`config.mk`:
```
export PLATFORM = sky130hd
export DESIGN_NAME = blkxfer_cracker
export DESIGN_NICKNAME = d
export VERILOG_FILES = /design/src/rtl/blkxfer_pkg.sv /design/src/rtl/blkxfer_dpath.sv /design/src/rtl/blkxfer_ctrl.sv /design/src/rtl/blkxfer_cracker.sv
export SDC_FILE = /design/constraint.sdc
export NUM_CORES = 1
export LEC_CHECK = 0
export BUFFER_PORTS_ARGS = -buffer_cell sky130_fd_sc_hd__buf_4
export CAP_MARGIN = 20
export CORE_MARGIN = 10
export CORE_UTILIZATION = 45
export CTS_CLUSTER_DIAMETER = 120
export CTS_CLUSTER_SIZE = 10
export DETAILED_ROUTE_END_ITERATION = 16
export PLACE_DENSITY_LB_ADDON = 0.05
export SLEW_MARGIN = 20
export SYNTH_ARGS = -nofsm -noshare
export SYNTH_HDL_FRONTEND = slang
export SYNTH_SLANG_ARGS = --single-unit
```
`constraint.sdc`:
```
create_clock -name clk -period 5.85 [get_ports clk]
set_input_delay 0.2925 -clock clk [delete_from_list [all_inputs] [get_ports clk]]
set_output_delay 0.2925 -clock clk [all_outputs]
set_load 0.01 [all_outputs]
```
`src/rtl/blkxfer_pkg.sv`:
```
package blkxfer_pkg;

  typedef enum logic [1:0] {
    UOP_BASE   = 2'd0,
    UOP_XFER   = 2'd1,
    UOP_WB_ADD = 2'd2,
    UOP_WB_SUB = 2'd3
  } uopKind_e;

  // strobes from control to datapath
  typedef struct packed {
    logic load;   // capture a new instruction
    logic step;   // retire one load/store micro-op
  } seqStrobe_t;

  localparam int INSTR_W   = 32;
  localparam int MODE_LSB  = 20;
  localparam int MODE_W    = 5;
  localparam int RN_LSB    = 16;
  localparam int COND_LSB  = 28;

endpackage

```
`src/rtl/blkxfer_dpath.sv`:
```
module blkxfer_dpath
  import blkxfer_pkg::*;
#(
  parameter int LIST_W = 16,
  parameter int OFS_W  = 32
) (
  input  logic                      clk,
  input  logic                      rstN,
  input  logic [INSTR_W-1:0]        instrIn,
  input  seqStrobe_t                strb,
  input  uopKind_e                  kind,
  output logic                      modeOk,
  output logic                      wbEn,
  output logic                      upDir,
  output logic                      remAny,
  output logic                      remLast,
  output logic [$clog2(LIST_W)-1:0] regIdx,
  output logic [OFS_W-1:0]          offset,
  output logic [INSTR_W-1:0]        word
);

  localparam int IDX_W = $clog2(LIST_W);
  localparam int CNT_W = $clog2(LIST_W + 1);

  logic [INSTR_W-1:0] instrQ;
  logic [LIST_W-1:0]  remQ;
  logic [OFS_W-1:0]   ofsQ;
  logic [CNT_W-1:0]   cntQ;
  logic [CNT_W-1:0]   cntIn;
  logic [OFS_W-1:0]   ofsStart;
  logic [MODE_W-1:0]  modeIn;
  logic [LIST_W-1:0]  remNext;

  assign modeIn = instrIn[MODE_LSB +: MODE_W];

  always_comb begin
    cntIn = '0;
    for (int i = 0; i < LIST_W; i++) cntIn = cntIn + CNT_W'(instrIn[i]);
  end

  // supported mode codes and their starting offsets
  always_comb begin
    modeOk   = 1'b1;
    ofsStart = '0;
    case (modeIn)
      5'h01, 5'h03:        ofsStart = (OFS_W'(cntIn) << 2) - OFS_W'(4);
      5'h08, 5'h09, 5'h0B: ofsStart = '0;
      5'h11, 5'h12:        ofsStart = OFS_W'(cntIn) << 2;
      5'h18, 5'h19:        ofsStart = OFS_W'(4);
      default:             modeOk   = 1'b0;
    endcase
  end

  assign remNext = remQ & (remQ - LIST_W'(1));

  always_ff @(posedge clk) begin
    if (!rstN) begin
      instrQ <= '0;
      remQ   <= '0;
      ofsQ   <= '0;
      cntQ   <= '0;
    end else if (strb.load) begin
      instrQ <= instrIn;
      remQ   <= instrIn[LIST_W-1:0];
      ofsQ   <= ofsStart;
      cntQ   <= cntIn;
    end else if (strb.step) begin
      remQ <= remNext;
      ofsQ <= upDir ? ofsQ + OFS_W'(4) : ofsQ - OFS_W'(4);
    end
  end

  // lowest remaining set bit
  always_comb begin
    regIdx = '0;
    for (int i = LIST_W - 1; i >= 0; i--) if (remQ[i]) regIdx = IDX_W'(i);
  end

  assign wbEn    = instrQ[MODE_LSB + 1];
  assign upDir   = instrQ[MODE_LSB + 3];
  assign remAny  = |remQ;
  assign remLast = remAny && (remNext == '0);

  logic [3:0]         rnQ;
  logic [INSTR_W-1:0] wbWord;
  assign rnQ    = instrQ[RN_LSB +: 4];
  assign wbWord = {instrQ[INSTR_W-1:COND_LSB], {COND_LSB{1'b0}}}
                | 32'h0240_0000
                | (INSTR_W'(rnQ) << 16)
                | (INSTR_W'(rnQ) << 12)
                | (INSTR_W'(cntQ) << 2);

  always_comb begin
    word   = instrQ;
    offset = '0;
    unique case (kind)
      UOP_BASE:               word = {instrQ[INSTR_W-1:16], 16'h0000};
      UOP_XFER:               offset = ofsQ;
      UOP_WB_ADD, UOP_WB_SUB: word = wbWord;
    endcase
  end

  // each load/store step removes exactly one register
  assert_step_one_R3: assert property (@(posedge clk) disable iff (!rstN)
    strb.step |=> $countones(remQ) + 1 == $countones($past(remQ)));

  // step only happens with registers left
  assert_step_nonempty_R3: assert property (@(posedge clk) disable iff (!rstN)
    strb.step |-> remAny);

endmodule

```
`src/rtl/blkxfer_ctrl.sv`:
```
module blkxfer_ctrl
  import blkxfer_pkg::*;
(
  input  logic       clk,
  input  logic       rstN,
  input  logic       startIn,
  input  logic       readyIn,
  input  logic       modeOk,
  input  logic       wbEn,
  input  logic       upDir,
  input  logic       remAny,
  input  logic       remLast,
  output seqStrobe_t strb,
  output uopKind_e   kind,
  output logic       validOut,
  output logic       lastOut,
  output logic       errOut
);

  typedef enum logic [1:0] {S_IDLE, S_BASE, S_XFER, S_WB} seqState_e;

  seqState_e stateQ, stateD;
  logic      errQ;
  logic      fire;

  assign validOut = (stateQ != S_IDLE);
  assign fire     = validOut && readyIn;

  always_comb begin
    strb.load = (stateQ == S_IDLE) && startIn && modeOk;
    strb.step = (stateQ == S_XFER) && fire;
  end

  always_comb begin
    stateD = stateQ;
    unique case (stateQ)
      S_IDLE: if (strb.load) stateD = S_BASE;
      S_BASE: if (fire) stateD = remAny ? S_XFER : (wbEn ? S_WB : S_IDLE);
      S_XFER: if (fire && remLast) stateD = wbEn ? S_WB : S_IDLE;
      S_WB:   if (fire) stateD = S_IDLE;
    endcase
  end

  always_ff @(posedge clk) begin
    if (!rstN) begin
      stateQ <= S_IDLE;
      errQ   <= 1'b0;
    end else begin
      stateQ <= stateD;
      errQ   <= (stateQ == S_IDLE) && startIn && !modeOk;
    end
  end

  always_comb begin
    unique case (stateQ)
      S_XFER:  kind = UOP_XFER;
      S_WB:    kind = upDir ? UOP_WB_ADD : UOP_WB_SUB;
      default: kind = UOP_BASE;
    endcase
    lastOut = ((stateQ == S_BASE) && !remAny && !wbEn)
           || ((stateQ == S_XFER) && remLast && !wbEn)
           ||  (stateQ == S_WB);
  end

  assign errOut = errQ;

  assert_stall_hold_R10: assert property (@(posedge clk) disable iff (!rstN)
    validOut && !readyIn |=> validOut && $stable(kind) && $stable(lastOut));

  assert_err_no_valid_R6: assert property (@(posedge clk) disable iff (!rstN)
    errOut |-> !validOut);

  assert_last_valid_R9: assert property (@(posedge clk) disable iff (!rstN)
    lastOut |-> validOut);

  assert_last_ends_R9: assert property (@(posedge clk) disable iff (!rstN)
    validOut && readyIn && lastOut |=> !validOut);

endmodule

```
`src/rtl/blkxfer_cracker.sv`:
```
module blkxfer_cracker
  import blkxfer_pkg::*;
#(
  parameter int LIST_W = 16,
  parameter int OFS_W  = 32
) (
  input  logic                      clk,
  input  logic                      rstN,
  input  logic [31:0]               instrIn,
  input  logic                      startIn,
  input  logic                      readyIn,
  output logic                      validOut,
  output logic                      lastOut,
  output logic [1:0]                kindOut,
  output logic [$clog2(LIST_W)-1:0] regIdxOut,
  output logic [OFS_W-1:0]          offsetOut,
  output logic [31:0]               wordOut,
  output logic                      errOut
);

  seqStrobe_t strb;
  uopKind_e   kind;
  logic       modeOk, wbEn, upDir, remAny, remLast;

  blkxfer_ctrl ctrl_i (
    .clk(clk), .rstN(rstN), .startIn(startIn), .readyIn(readyIn),
    .modeOk(modeOk), .wbEn(wbEn), .upDir(upDir), .remAny(remAny),
    .remLast(remLast), .strb(strb), .kind(kind), .validOut(validOut),
    .lastOut(lastOut), .errOut(errOut)
  );

  blkxfer_dpath #(.LIST_W(LIST_W), .OFS_W(OFS_W)) dpath_i (
    .clk(clk), .rstN(rstN), .instrIn(instrIn), .strb(strb), .kind(kind),
    .modeOk(modeOk), .wbEn(wbEn), .upDir(upDir), .remAny(remAny),
    .remLast(remLast), .regIdx(regIdxOut), .offset(offsetOut), .word(wordOut)
  );

  assign kindOut = kind;

endmodule

```
==> results of run 1 <==
worst min-delay path by stage:
stage	startpoint	cells past startpoint	to	slack, ns
2_1_floorplan	instrIn[22]	2	ctrl_i.errOut$_SDFF_PN0_	0.41
3_3_place_gp	dpath_i.instrQ[26]$_SDFFE_PN0P_	2	dpath_i.instrQ[26]$_SDFFE_PN0P_	0.44
3_5_place_dp	dpath_i.instrQ[1]$_SDFFE_PN0P_	2	dpath_i.instrQ[1]$_SDFFE_PN0P_	0.44
4_1_cts	instrIn[29]	3	dpath_i.instrQ[29]$_SDFFE_PN0P_	0.18
5_1_grt	instrIn[28]	3	dpath_i.instrQ[28]$_SDFFE_PN0P_	0.18
6_report	instrIn[31]	3	dpath_i.instrQ[31]$_SDFFE_PN0P_	0.18
cells in the final DEF (no fill, tap or decap), types with 5 or more instances in the layout:
| cell type | synthesis | layout |
|---|---|---|
| sky130_fd_sc_hd__buf_4 | 10 | 114 |
| sky130_fd_sc_hd__nand2_1 | 111 | 111 |
| sky130_fd_sc_hd__a21oi_1 | 109 | 109 |
| sky130_fd_sc_hd__dfxtp_1 | 86 | 86 |
| sky130_fd_sc_hd__o21ai_0 | 58 | 58 |
| sky130_fd_sc_hd__and2_1 | 50 | 50 |
| sky130_fd_sc_hd__nor2_1 | 46 | 46 |
| sky130_fd_sc_hd__inv_1 | 42 | 41 |
| sky130_fd_sc_hd__ha_1 | 34 | 34 |
| sky130_fd_sc_hd__mux2i_1 | 16 | 16 |
| sky130_fd_sc_hd__a21o_1 | 16 | 16 |
| sky130_fd_sc_hd__nor3_1 | 15 | 15 |
| sky130_fd_sc_hd__nand3_1 | 14 | 14 |
| sky130_fd_sc_hd__nor2b_1 | 14 | 13 |
| sky130_fd_sc_hd__xnor2_1 | 12 | 12 |
| sky130_fd_sc_hd__xor2_1 | 11 | 11 |
| sky130_fd_sc_hd__fa_1 | 11 | 11 |
| sky130_fd_sc_hd__nand2b_1 | 9 | 9 |
| sky130_fd_sc_hd__clkbuf_16 | 0 | 9 |
| sky130_fd_sc_hd__o211ai_1 | 8 | 8 |
| sky130_fd_sc_hd__and3_1 | 8 | 8 |
| sky130_fd_sc_hd__a31oi_1 | 7 | 7 |
| sky130_fd_sc_hd__a211oi_1 | 7 | 7 |
| sky130_fd_sc_hd__o21bai_1 | 7 | 7 |
| sky130_fd_sc_hd__a21oi_2 | 6 | 6 |
| sky130_fd_sc_hd__o21ai_1 | 5 | 5 |
| sky130_fd_sc_hd__o22ai_1 | 5 | 5 |
| sky130_fd_sc_hd__o21a_1 | 5 | 5 |
| sky130_fd_sc_hd__o21ai_2 | 5 | 5 |
power by group:
part | switching, W | internal, W | leakage (nW)
combinational | 0.000854 | 0.000633 | 2.45
sequential | 0.0000714 | 0.000653 | 0.701
clock | 0.000272 | 0.000307 | 0.144
total | 0.00120 | 0.00159 | 3.29
critical path: stages:
cell and delay (ns):
sky130_fd_sc_hd__buf_4 0.11, sky130_fd_sc_hd__ha_1 0.28, sky130_fd_sc_hd__inv_1 0.07, sky130_fd_sc_hd__fa_1 0.43, sky130_fd_sc_hd__fa_1 0.50, sky130_fd_sc_hd__fa_1 0.54
sky130_fd_sc_hd__fa_1 0.45, sky130_fd_sc_hd__fa_1 0.43, sky130_fd_sc_hd__fa_1 0.43, sky130_fd_sc_hd__xor2_1 0.34, sky130_fd_sc_hd__and3_1 0.27, sky130_fd_sc_hd__nand4_2 0.15
sky130_fd_sc_hd__a21oi_4 0.26, sky130_fd_sc_hd__o21ai_2 0.24, sky130_fd_sc_hd__nand2_4 0.27, sky130_fd_sc_hd__o211ai_1 0.13, sky130_fd_sc_hd__a21oi_1 0.13
routing by layer:
| layer | vias up | GRT usage (%) | part of all wire [%] |
|---|---|---|---|
| met5 | - | 0 | 0 |
| met4 | 0 | 5.711 | 1.7 |
| met3 | 24 | 4.315 | 4.8 |
| met2 | 170 | 33.82 | 50 |
| met1 | 2970 | 22.66 | 43 |
| li1 | 3070 | - | - |
cells by family after synthesis:
logic type / after synthesis / synth area share (%)
and+or+nand+nor: 291 / 22.63
xor gates and xnor gates: 23 / 3.166
adders and majority gates: 48 / 10.62
other: 1 / 0.05893
DFF: 86 / 27.05
AOI/OAI and AO/OA: 275 / 26.84
muxes: 17 / 2.694
buffers and inverters: 100 / 6.940
through the flow:
stage          hold WS, ns  instance area, um2  setup slack, ns  util [%]  power [W]
3_5_place_dp        0.4422                7167           0.4921     51.63   0.002205
3_3_place_gp        0.4372                7167           0.6773     51.63   0.002163
6_report            0.1827                7458           0.7968     53.73   0.002790
2_1_floorplan       0.4102                6367            1.087         -   0.001856
5_1_grt             0.1818                7458           0.6210     53.73   0.002993
4_1_cts             0.1779                7458           0.8555     53.73   0.002789
registers in the layout, summed over array words and instances, names as in the netlist:
register / count
ctrl_i.errOut: 1
ctrl_i.stateQ: 2
dpath_i.cntQ: 5
dpath_i.instrQ: 32
dpath_i.ofsQ: 30
dpath_i.remQ: 16
final cells by class:
| cell class | count | area [um2] |
|---|---|---|
| inverters | 42 | 157.7 |
| fillers | 1360 | 6422 |
| repair buffers | 114 | 855.8 |
| clock inverters | 6 | 52.55 |
| clock buffers | 10 | 239.0 |
| flip-flops and latches | 86 | 1722 |
| multi-input cells | 656 | 4207 |
| well taps | 180 | 225.2 |
==> metrics.txt, run 1 <==
# TYPE chip_impl_metric gauge
chip_impl_metric{name="synth_sequential_area_ratio",unit="%"} 27.05
chip_impl_metric{name="layout-area-overhead-vs-synth",unit="%"} 17.20
chip_impl_metric{name="io_buffers",unit=""} 106
chip_impl_metric{name="final.period_utilization",unit="%"} 86.38
chip_impl_metric{name="placedCellCount",unit=""} 1078
chip_impl_metric{name="maxCapViolCount",unit=""} 0
chip_impl_info{name="clock_tree_from_tritoncts",value="yes"} 1
chip_impl_metric{name="finalNonFillerCells",unit=""} 1094
chip_impl_metric{name="grt_pass1_vias",unit=""} 6198
chip_impl_metric{name="grt_util_all_layers",unit="%"} 19.21
chip_impl_info{name="clock_tree.root_cell",value="sky130_fd_sc_hd__clkbuf_16"} 1
chip_impl_metric{name="ff2ff_setup_slack",unit="ns"} 2.43
chip_impl_metric{name="netlist-cell-type-count",unit=""} 72
chip_impl_metric{name="wl",unit="um"} 19220
chip_impl_info{name="synth_top_area_cell",value="sky130_fd_sc_hd__dfxtp_1"} 1
chip_impl_metric{name="grt_start_max_net_pins",unit=""} 59
chip_impl_metric{name="post_cts.resized_instances",unit=""} 0
chip_impl_metric{name="tritoncts.num_buffers",unit=""} 9
chip_impl_metric{name="tightest_slew",unit="ns"} 0.9575
chip_impl_metric{name="dr.pass1.iters",unit=""} 6
chip_impl_metric{name="vdd_drop_max",unit="uV"} 145.3
chip_impl_info{name="synth_top_flop_cell",value="sky130_fd_sc_hd__dfxtp_1"} 1
chip_impl_metric{name="antenna_found_initial",unit=""} 0
chip_impl_metric{name="synth_async_sr_flop_share",unit="%"} 0
chip_impl_info{name="outcome",value="complete, no violations"} 1
chip_impl_info{name="ys_top_cells_by_area",value="sky130_fd_sc_hd__dfxtp_1, sky130_fd_sc_hd__a21oi_1, sky130_fd_sc_hd__ha_1"} 1
chip_impl_metric{name="drc_errors",unit=""} 0
chip_impl_metric{name="clk-insertion-delay-late",unit="ns"} 0.35
chip_impl_info{name="r2r_end",value="dpath_i.ofsQ[25]$_SDFFE_PN0P_"} 1
chip_impl_metric{name="initial_drc_count",unit=""} 353
chip_impl_metric{name="num_antenna_cells",unit=""} 0
chip_impl_metric{name="finalWeightedCongestion",unit=""} 0.9637
chip_impl_metric{name="syn-instance-count",unit=""} 841
chip_impl_metric{name="finClkSkew",unit="ns"} 0.01494
chip_impl_metric{name="arrival",unit="ns"} 5.34
chip_impl_metric{name="p_per_area",unit="mW/mm2"} 374.1
chip_impl_metric{name="yosys_reg_bits",unit=""} 86
chip_impl_metric{name="power_leakage",unit="nW"} 3.293
chip_impl_metric{name="synth-edff-count",unit=""} 0
chip_impl_metric{name="post-route-min-period",unit="ns"} 5.053
chip_impl_metric{name="avg_inst_size_synth",unit="um2"} 7.567
chip_impl_metric{name="fp.dieW",unit="um"} 138.9
chip_impl_metric{name="hold_viol_final",unit=""} 0
chip_impl_metric{name="reg2reg_depth",unit=""} 10
chip_impl_metric{name="crit_path_max_fanout",unit=""} 11
chip_impl_metric{name="fp-row-count",unit=""} 43
chip_impl_metric{name="timing.critical_path.required",unit="ns"} 6.14
chip_impl_metric{name="die_y",unit="um"} 138.9
chip_impl_metric{name="drive_above_1_share",unit="%"} 17.18
chip_impl_metric{name="finalSetupTns",unit="ns"} 0
chip_impl_info{name="netlist_top_cells_count",value="sky130_fd_sc_hd__nand2_1, sky130_fd_sc_hd__a21oi_1, sky130_fd_sc_hd__dfxtp_1, sky130_fd_sc_hd__o21ai_0, sky130_fd_sc_hd__and2_1"} 1
chip_impl_metric{name="htree_num_levels",unit=""} 3
chip_impl_info{name="synth.most_common_cell",value="sky130_fd_sc_hd__nand2_1"} 1
chip_impl_metric{name="design.portCount",unit=""} 109
chip_impl_metric{name="drtAntennaViolNets",unit=""} 0
chip_impl_metric{name="max_clock_freq",unit="GHz"} 0.1979
chip_impl_metric{name="setup_viol",unit=""} 0
chip_impl_metric{name="globalRoute.totalOverflow",unit=""} 0
chip_impl_info{name="type_of_the_setup_path_with_the_least_slack",value="input pin to register"} 1
chip_impl_metric{name="cts-root-to-sink-buffers",unit=""} 2
chip_impl_metric{name="synthDominantCellAreaShare",unit="%"} 27.05
chip_impl_metric{name="postCtsSetupBuffers",unit=""} 0
chip_impl_info{name="rsz0062_at_grt",value="no"} 1
chip_impl_metric{name="clkTransAtPathRegs",unit="ns"} 0.08
chip_impl_metric{name="start_util",unit="%"} 45.84
chip_impl_metric{name="yosysWarnings",unit=""} 0
chip_impl_info{name="min-delay-path-class",value="input pin to register"} 1
chip_impl_info{name="crit_path_end",value="dpath_i.ofsQ[28]$_SDFFE_PN0P_"} 1
chip_impl_metric{name="avgViaCountPerCell",unit=""} 5.698
chip_impl_metric{name="final_report_max_slew_violation_count",unit=""} 0
chip_impl_metric{name="wl_per_cell",unit="um"} 17.57
chip_impl_info{name="startpoint",value="instrIn[0]"} 1
chip_impl_metric{name="route.vias.total",unit=""} 6234
chip_impl_metric{name="cts.hold.buffers_added",unit=""} 0
chip_impl_info{name="cp-start-kind",value="input pin"} 1
chip_impl_metric{name="numClockSinks",unit=""} 86
chip_impl_metric{name="coreArea",unit="mm2"} 0.01388
chip_impl_metric{name="floorplan.die_area",unit="mm2"} 0.01930
chip_impl_info{name="critical_path.reg2reg.startpoint",value="dpath_i.instrQ[23]$_SDFFE_PN0P_"} 1
chip_impl_metric{name="grt_first_pass_wirelength",unit="um"} 31280
chip_impl_info{name="crit_path_end_kind",value="register"} 1
chip_impl_metric{name="final_net_count",unit=""} 990
chip_impl_metric{name="post_synth_instance_area",unit="mm2"} 0.006364
chip_impl_metric{name="max-slew-margin-rel",unit="%"} 35.58
chip_impl_metric{name="dp.final_hpwl",unit="um"} 14030
Note: power is estimated with default switching activity, not from simulation.
==> run 2, diff against run 1 <==
- CELL_PAD_IN_SITES_DETAIL_PLACEMENT: not set -> 0
- CELL_PAD_IN_SITES_GLOBAL_PLACEMENT: not set -> 1
- CORE_UTILIZATION: 45 -> 42
- MAX_ROUTING_LAYER: not set -> met4
==> run 2 against run 1 <==
Total power up 1.1%. Largest power group unchanged. Register-to-register slack about the same. Sequential power down 1%. Final area up 0.39%. Via count down 1.0%. Setup slack better by 0.069 ns. First-iteration DRC count down 12%. Maximum frequency up 1.4%.
==> metrics.txt, run 2 (synthesis results as in run 1) <==
# TYPE chip_impl_metric gauge
chip_impl_info{name="outcome",value="complete, no violations"} 1
chip_impl_metric{name="start_util",unit="%"} 43.29
chip_impl_metric{name="numClockSinks",unit=""} 86
chip_impl_metric{name="power.share.combinational",unit="%"} 53.3
chip_impl_info{name="type_of_the_setup_path_with_the_least_slack",value="input pin to register"} 1
chip_impl_metric{name="timing.critical_path.required",unit="ns"} 6.13
chip_impl_metric{name="finalSetupTns",unit="ns"} 0
chip_impl_metric{name="route.vias.total",unit=""} 6171
chip_impl_metric{name="coreArea",unit="mm2"} 0.01470
chip_impl_info{name="most_common_cell_after_layout_fill_and_taps_aside",value="sky130_fd_sc_hd__buf_4"} 1
chip_impl_metric{name="finalNonFillerCells",unit=""} 1099
chip_impl_metric{name="grt_pass1_vias",unit=""} 6074
chip_impl_metric{name="setup_viol",unit=""} 0
chip_impl_info{name="worst_path_max_delay_cell",value="sky130_fd_sc_hd__fa_1"} 1
chip_impl_metric{name="final_report_max_slew_violation_count",unit=""} 0
chip_impl_info{name="layout_top_registers",value="dpath_i.instrQ x32, dpath_i.ofsQ x30, dpath_i.remQ x16"} 1
chip_impl_metric{name="cell_internal_pwr",unit="W"} 0.001620
chip_impl_metric{name="post-layout-total-power",unit="W"} 0.002821
chip_impl_metric{name="fp.dieW",unit="um"} 143.1
chip_impl_metric{name="fp-row-count",unit=""} 44
chip_impl_info{name="cp-start-kind",value="input pin"} 1
chip_impl_metric{name="clkTransAtPathRegs",unit="ns"} 0.07
chip_impl_metric{name="largest_register_ff_count",unit=""} 32
chip_impl_metric{name="power.share.switching",unit="%"} 42.56
chip_impl_metric{name="drtAntennaViolNets",unit=""} 0
chip_impl_metric{name="clk-insertion-delay-late",unit="ns"} 0.35
chip_impl_metric{name="avgViaCountPerCell",unit=""} 5.615
chip_impl_info{name="registers.top_by_ff_count",value="dpath_i.instrQ"} 1
chip_impl_metric{name="final.period_utilization",unit="%"} 85.21
chip_impl_metric{name="maxCapViolCount",unit=""} 0
chip_impl_metric{name="post-route-min-period",unit="ns"} 4.985
chip_impl_metric{name="power_switching",unit="W"} 0.001200
chip_impl_metric{name="max-slew-margin-rel",unit="%"} 38.36
chip_impl_metric{name="cpPeakStageDelay",unit="ns"} 0.54
chip_impl_metric{name="worst-path-buf-inv",unit=""} 2
chip_impl_info{name="min-delay-path-class",value="input pin to register"} 1
chip_impl_metric{name="final.fill_count",unit=""} 1448
chip_impl_metric{name="layout-area-overhead-vs-synth",unit="%"} 17.66
chip_impl_metric{name="dp.final_hpwl",unit="um"} 14610
chip_impl_metric{name="floorplan.die_area",unit="mm2"} 0.02047
chip_impl_info{name="clock_tree_from_tritoncts",value="yes"} 1
chip_impl_metric{name="vdd_drop_max",unit="uV"} 136.8
chip_impl_metric{name="final_net_count",unit=""} 991
chip_impl_metric{name="finClkSkew",unit="ns"} 0.008638
chip_impl_metric{name="drive_above_1_share",unit="%"} 17.27
chip_impl_metric{name="postCtsSetupBuffers",unit=""} 0
chip_impl_metric{name="antenna_found_initial",unit=""} 0
chip_impl_metric{name="grt_util_all_layers",unit="%"} 19.50
chip_impl_metric{name="max_clock_freq",unit="GHz"} 0.2006
chip_impl_metric{name="wl_per_cell",unit="um"} 17.81
chip_impl_metric{name="post_cts.resized_instances",unit=""} 0
chip_impl_metric{name="tightest_slew",unit="ns"} 0.9161
chip_impl_metric{name="dr.pass1.iters",unit=""} 6
chip_impl_metric{name="num_antenna_cells",unit=""} 0
chip_impl_info{name="worst_path_dominant_cell_family",value="adder cells"} 1
chip_impl_metric{name="cts.hold.buffers_added",unit=""} 0
chip_impl_info{name="critical_path_cell_sequence",value="buf_4 > ha_1 > inv_1 > fa_1 > fa_1 > fa_1 > fa_1 > fa_1 > fa_1 > xor2_1 > and3_1 > nand4_2 > a21oi_4 > o21ai_2 > nand2_4 > o211ai_1 > a21oi_1"} 1
chip_impl_metric{name="placedCellCount",unit=""} 1083
chip_impl_metric{name="hold_viol_final",unit=""} 0
chip_impl_metric{name="cts-root-to-sink-buffers",unit=""} 2
chip_impl_metric{name="initial_drc_count",unit=""} 312
chip_impl_metric{name="design.portCount",unit=""} 109
chip_impl_metric{name="drc_errors",unit=""} 0
chip_impl_metric{name="grt_start_max_net_pins",unit=""} 59
chip_impl_metric{name="finalWeightedCongestion",unit=""} 0.9041
chip_impl_metric{name="wl",unit="um"} 19570
chip_impl_metric{name="power_leakage",unit="nW"} 3.304
chip_impl_metric{name="pwr-share-seq",unit="%"} 25.4
chip_impl_info{name="clock_tree.root_cell",value="sky130_fd_sc_hd__clkbuf_16"} 1
chip_impl_metric{name="fin_util",unit="%"} 50.94
chip_impl_info{name="most_frequent_cp_cell",value="sky130_fd_sc_hd__fa_1"} 1
chip_impl_metric{name="grt_first_pass_wirelength",unit="um"} 31550
chip_impl_info{name="rsz0062_at_grt",value="no"} 1
chip_impl_metric{name="htree_num_levels",unit=""} 3
chip_impl_info{name="top_library_cells_by_usage_in_the_layout_fill_and_taps_aside",value="sky130_fd_sc_hd__buf_4, sky130_fd_sc_hd__nand2_1, sky130_fd_sc_hd__a21oi_1"} 1
chip_impl_metric{name="die_y",unit="um"} 143.1
chip_impl_info{name="crit_path_end_kind",value="register"} 1
chip_impl_metric{name="io_buffers",unit=""} 106
chip_impl_metric{name="globalRoute.totalOverflow",unit=""} 0
chip_impl_metric{name="tritoncts.num_buffers",unit=""} 9
chip_impl_metric{name="crit_path_max_fanout",unit=""} 11
chip_impl_metric{name="arrival",unit="ns"} 5.27
chip_impl_metric{name="p_per_area",unit="mW/mm2"} 376.7
chip_impl_metric{name="power.clock.fraction",unit="%"} 21.3
[run 2: layer usage]
metal	up-vias	GRT usage (%)	part of all wire [%]
met1	2923	23.99	46
met2	145	31.90	48
met5	-	-	0
met3	23	3.383	3.9
li1	3080	-	-
met4	0	6.026	1.9
[run 2: layout make-up]
cell class | instances | area (um2) | area share (%)
repair buffers | 115 | 863.3 | 11.53
clock inverters | 7 | 82.58 | 1.103
multi-input cells | 656 | 4207 | 56.18
flip-flops and latches | 86 | 1722 | 22.99
clock buffers | 9 | 225.2 | 3.008
well taps | 184 | 230.2 | 3.075
inverters | 42 | 157.7 | 2.106
[run 2: metrics by stage]
| stage | hold WS (ns) | area, um2 | setup WS, ns |
|---|---|---|---|
| 4_1_cts | 0.1741 | 7487 | 0.8801 |
| 3_3_place_gp | 0.4373 | 7179 | 0.6853 |
| 5_1_grt | 0.1842 | 7487 | 0.5415 |
| 6_report | 0.1875 | 7487 | 0.8653 |
| 3_5_place_dp | 0.4422 | 7179 | 0.5454 |
| 2_1_floorplan | 0.4102 | 6367 | 1.087 |
[run 2: worst reg2reg max path, delay by kind of cell (launching register included)]
kind / cells / cell delay (ns)
and+or+nand+nor: 4 / 1.16
AOI/OAI and AO/OA: 3 / 0.73
buffers and inverters: 2 / 0.67
DFF: 1 / 0.71
[run 2: worst paths after layout]
check	from	endpoint	slack, ns	cells after the start
max	instrIn[0]	dpath_i.ofsQ[28]$_SDFFE_PN0P_	0.87	17
min reg2reg	dpath_i.instrQ[8]$_SDFFE_PN0P_	dpath_i.instrQ[8]$_SDFFE_PN0P_	0.45	2
min	instrIn[30]	dpath_i.instrQ[30]$_SDFFE_PN0P_	0.19	3
max reg2reg	ctrl_i.stateQ[1]$_SDFFE_PN0P_	dpath_i.ofsQ[26]$_SDFFE_PN0P_	2.43	9
[run 2: power by group through the flow]
stage	Combinational, W	Clock [W]	Sequential (W)
after floorplan	0.00115	0	0.000702
after global placement	0.00147	0	0.000727
after detailed placement	0.00149	0	0.000729
after CTS	0.00150	0.000614	0.000716
after global routing	0.00167	0.000639	0.000726
final	0.00150	0.000600	0.000717
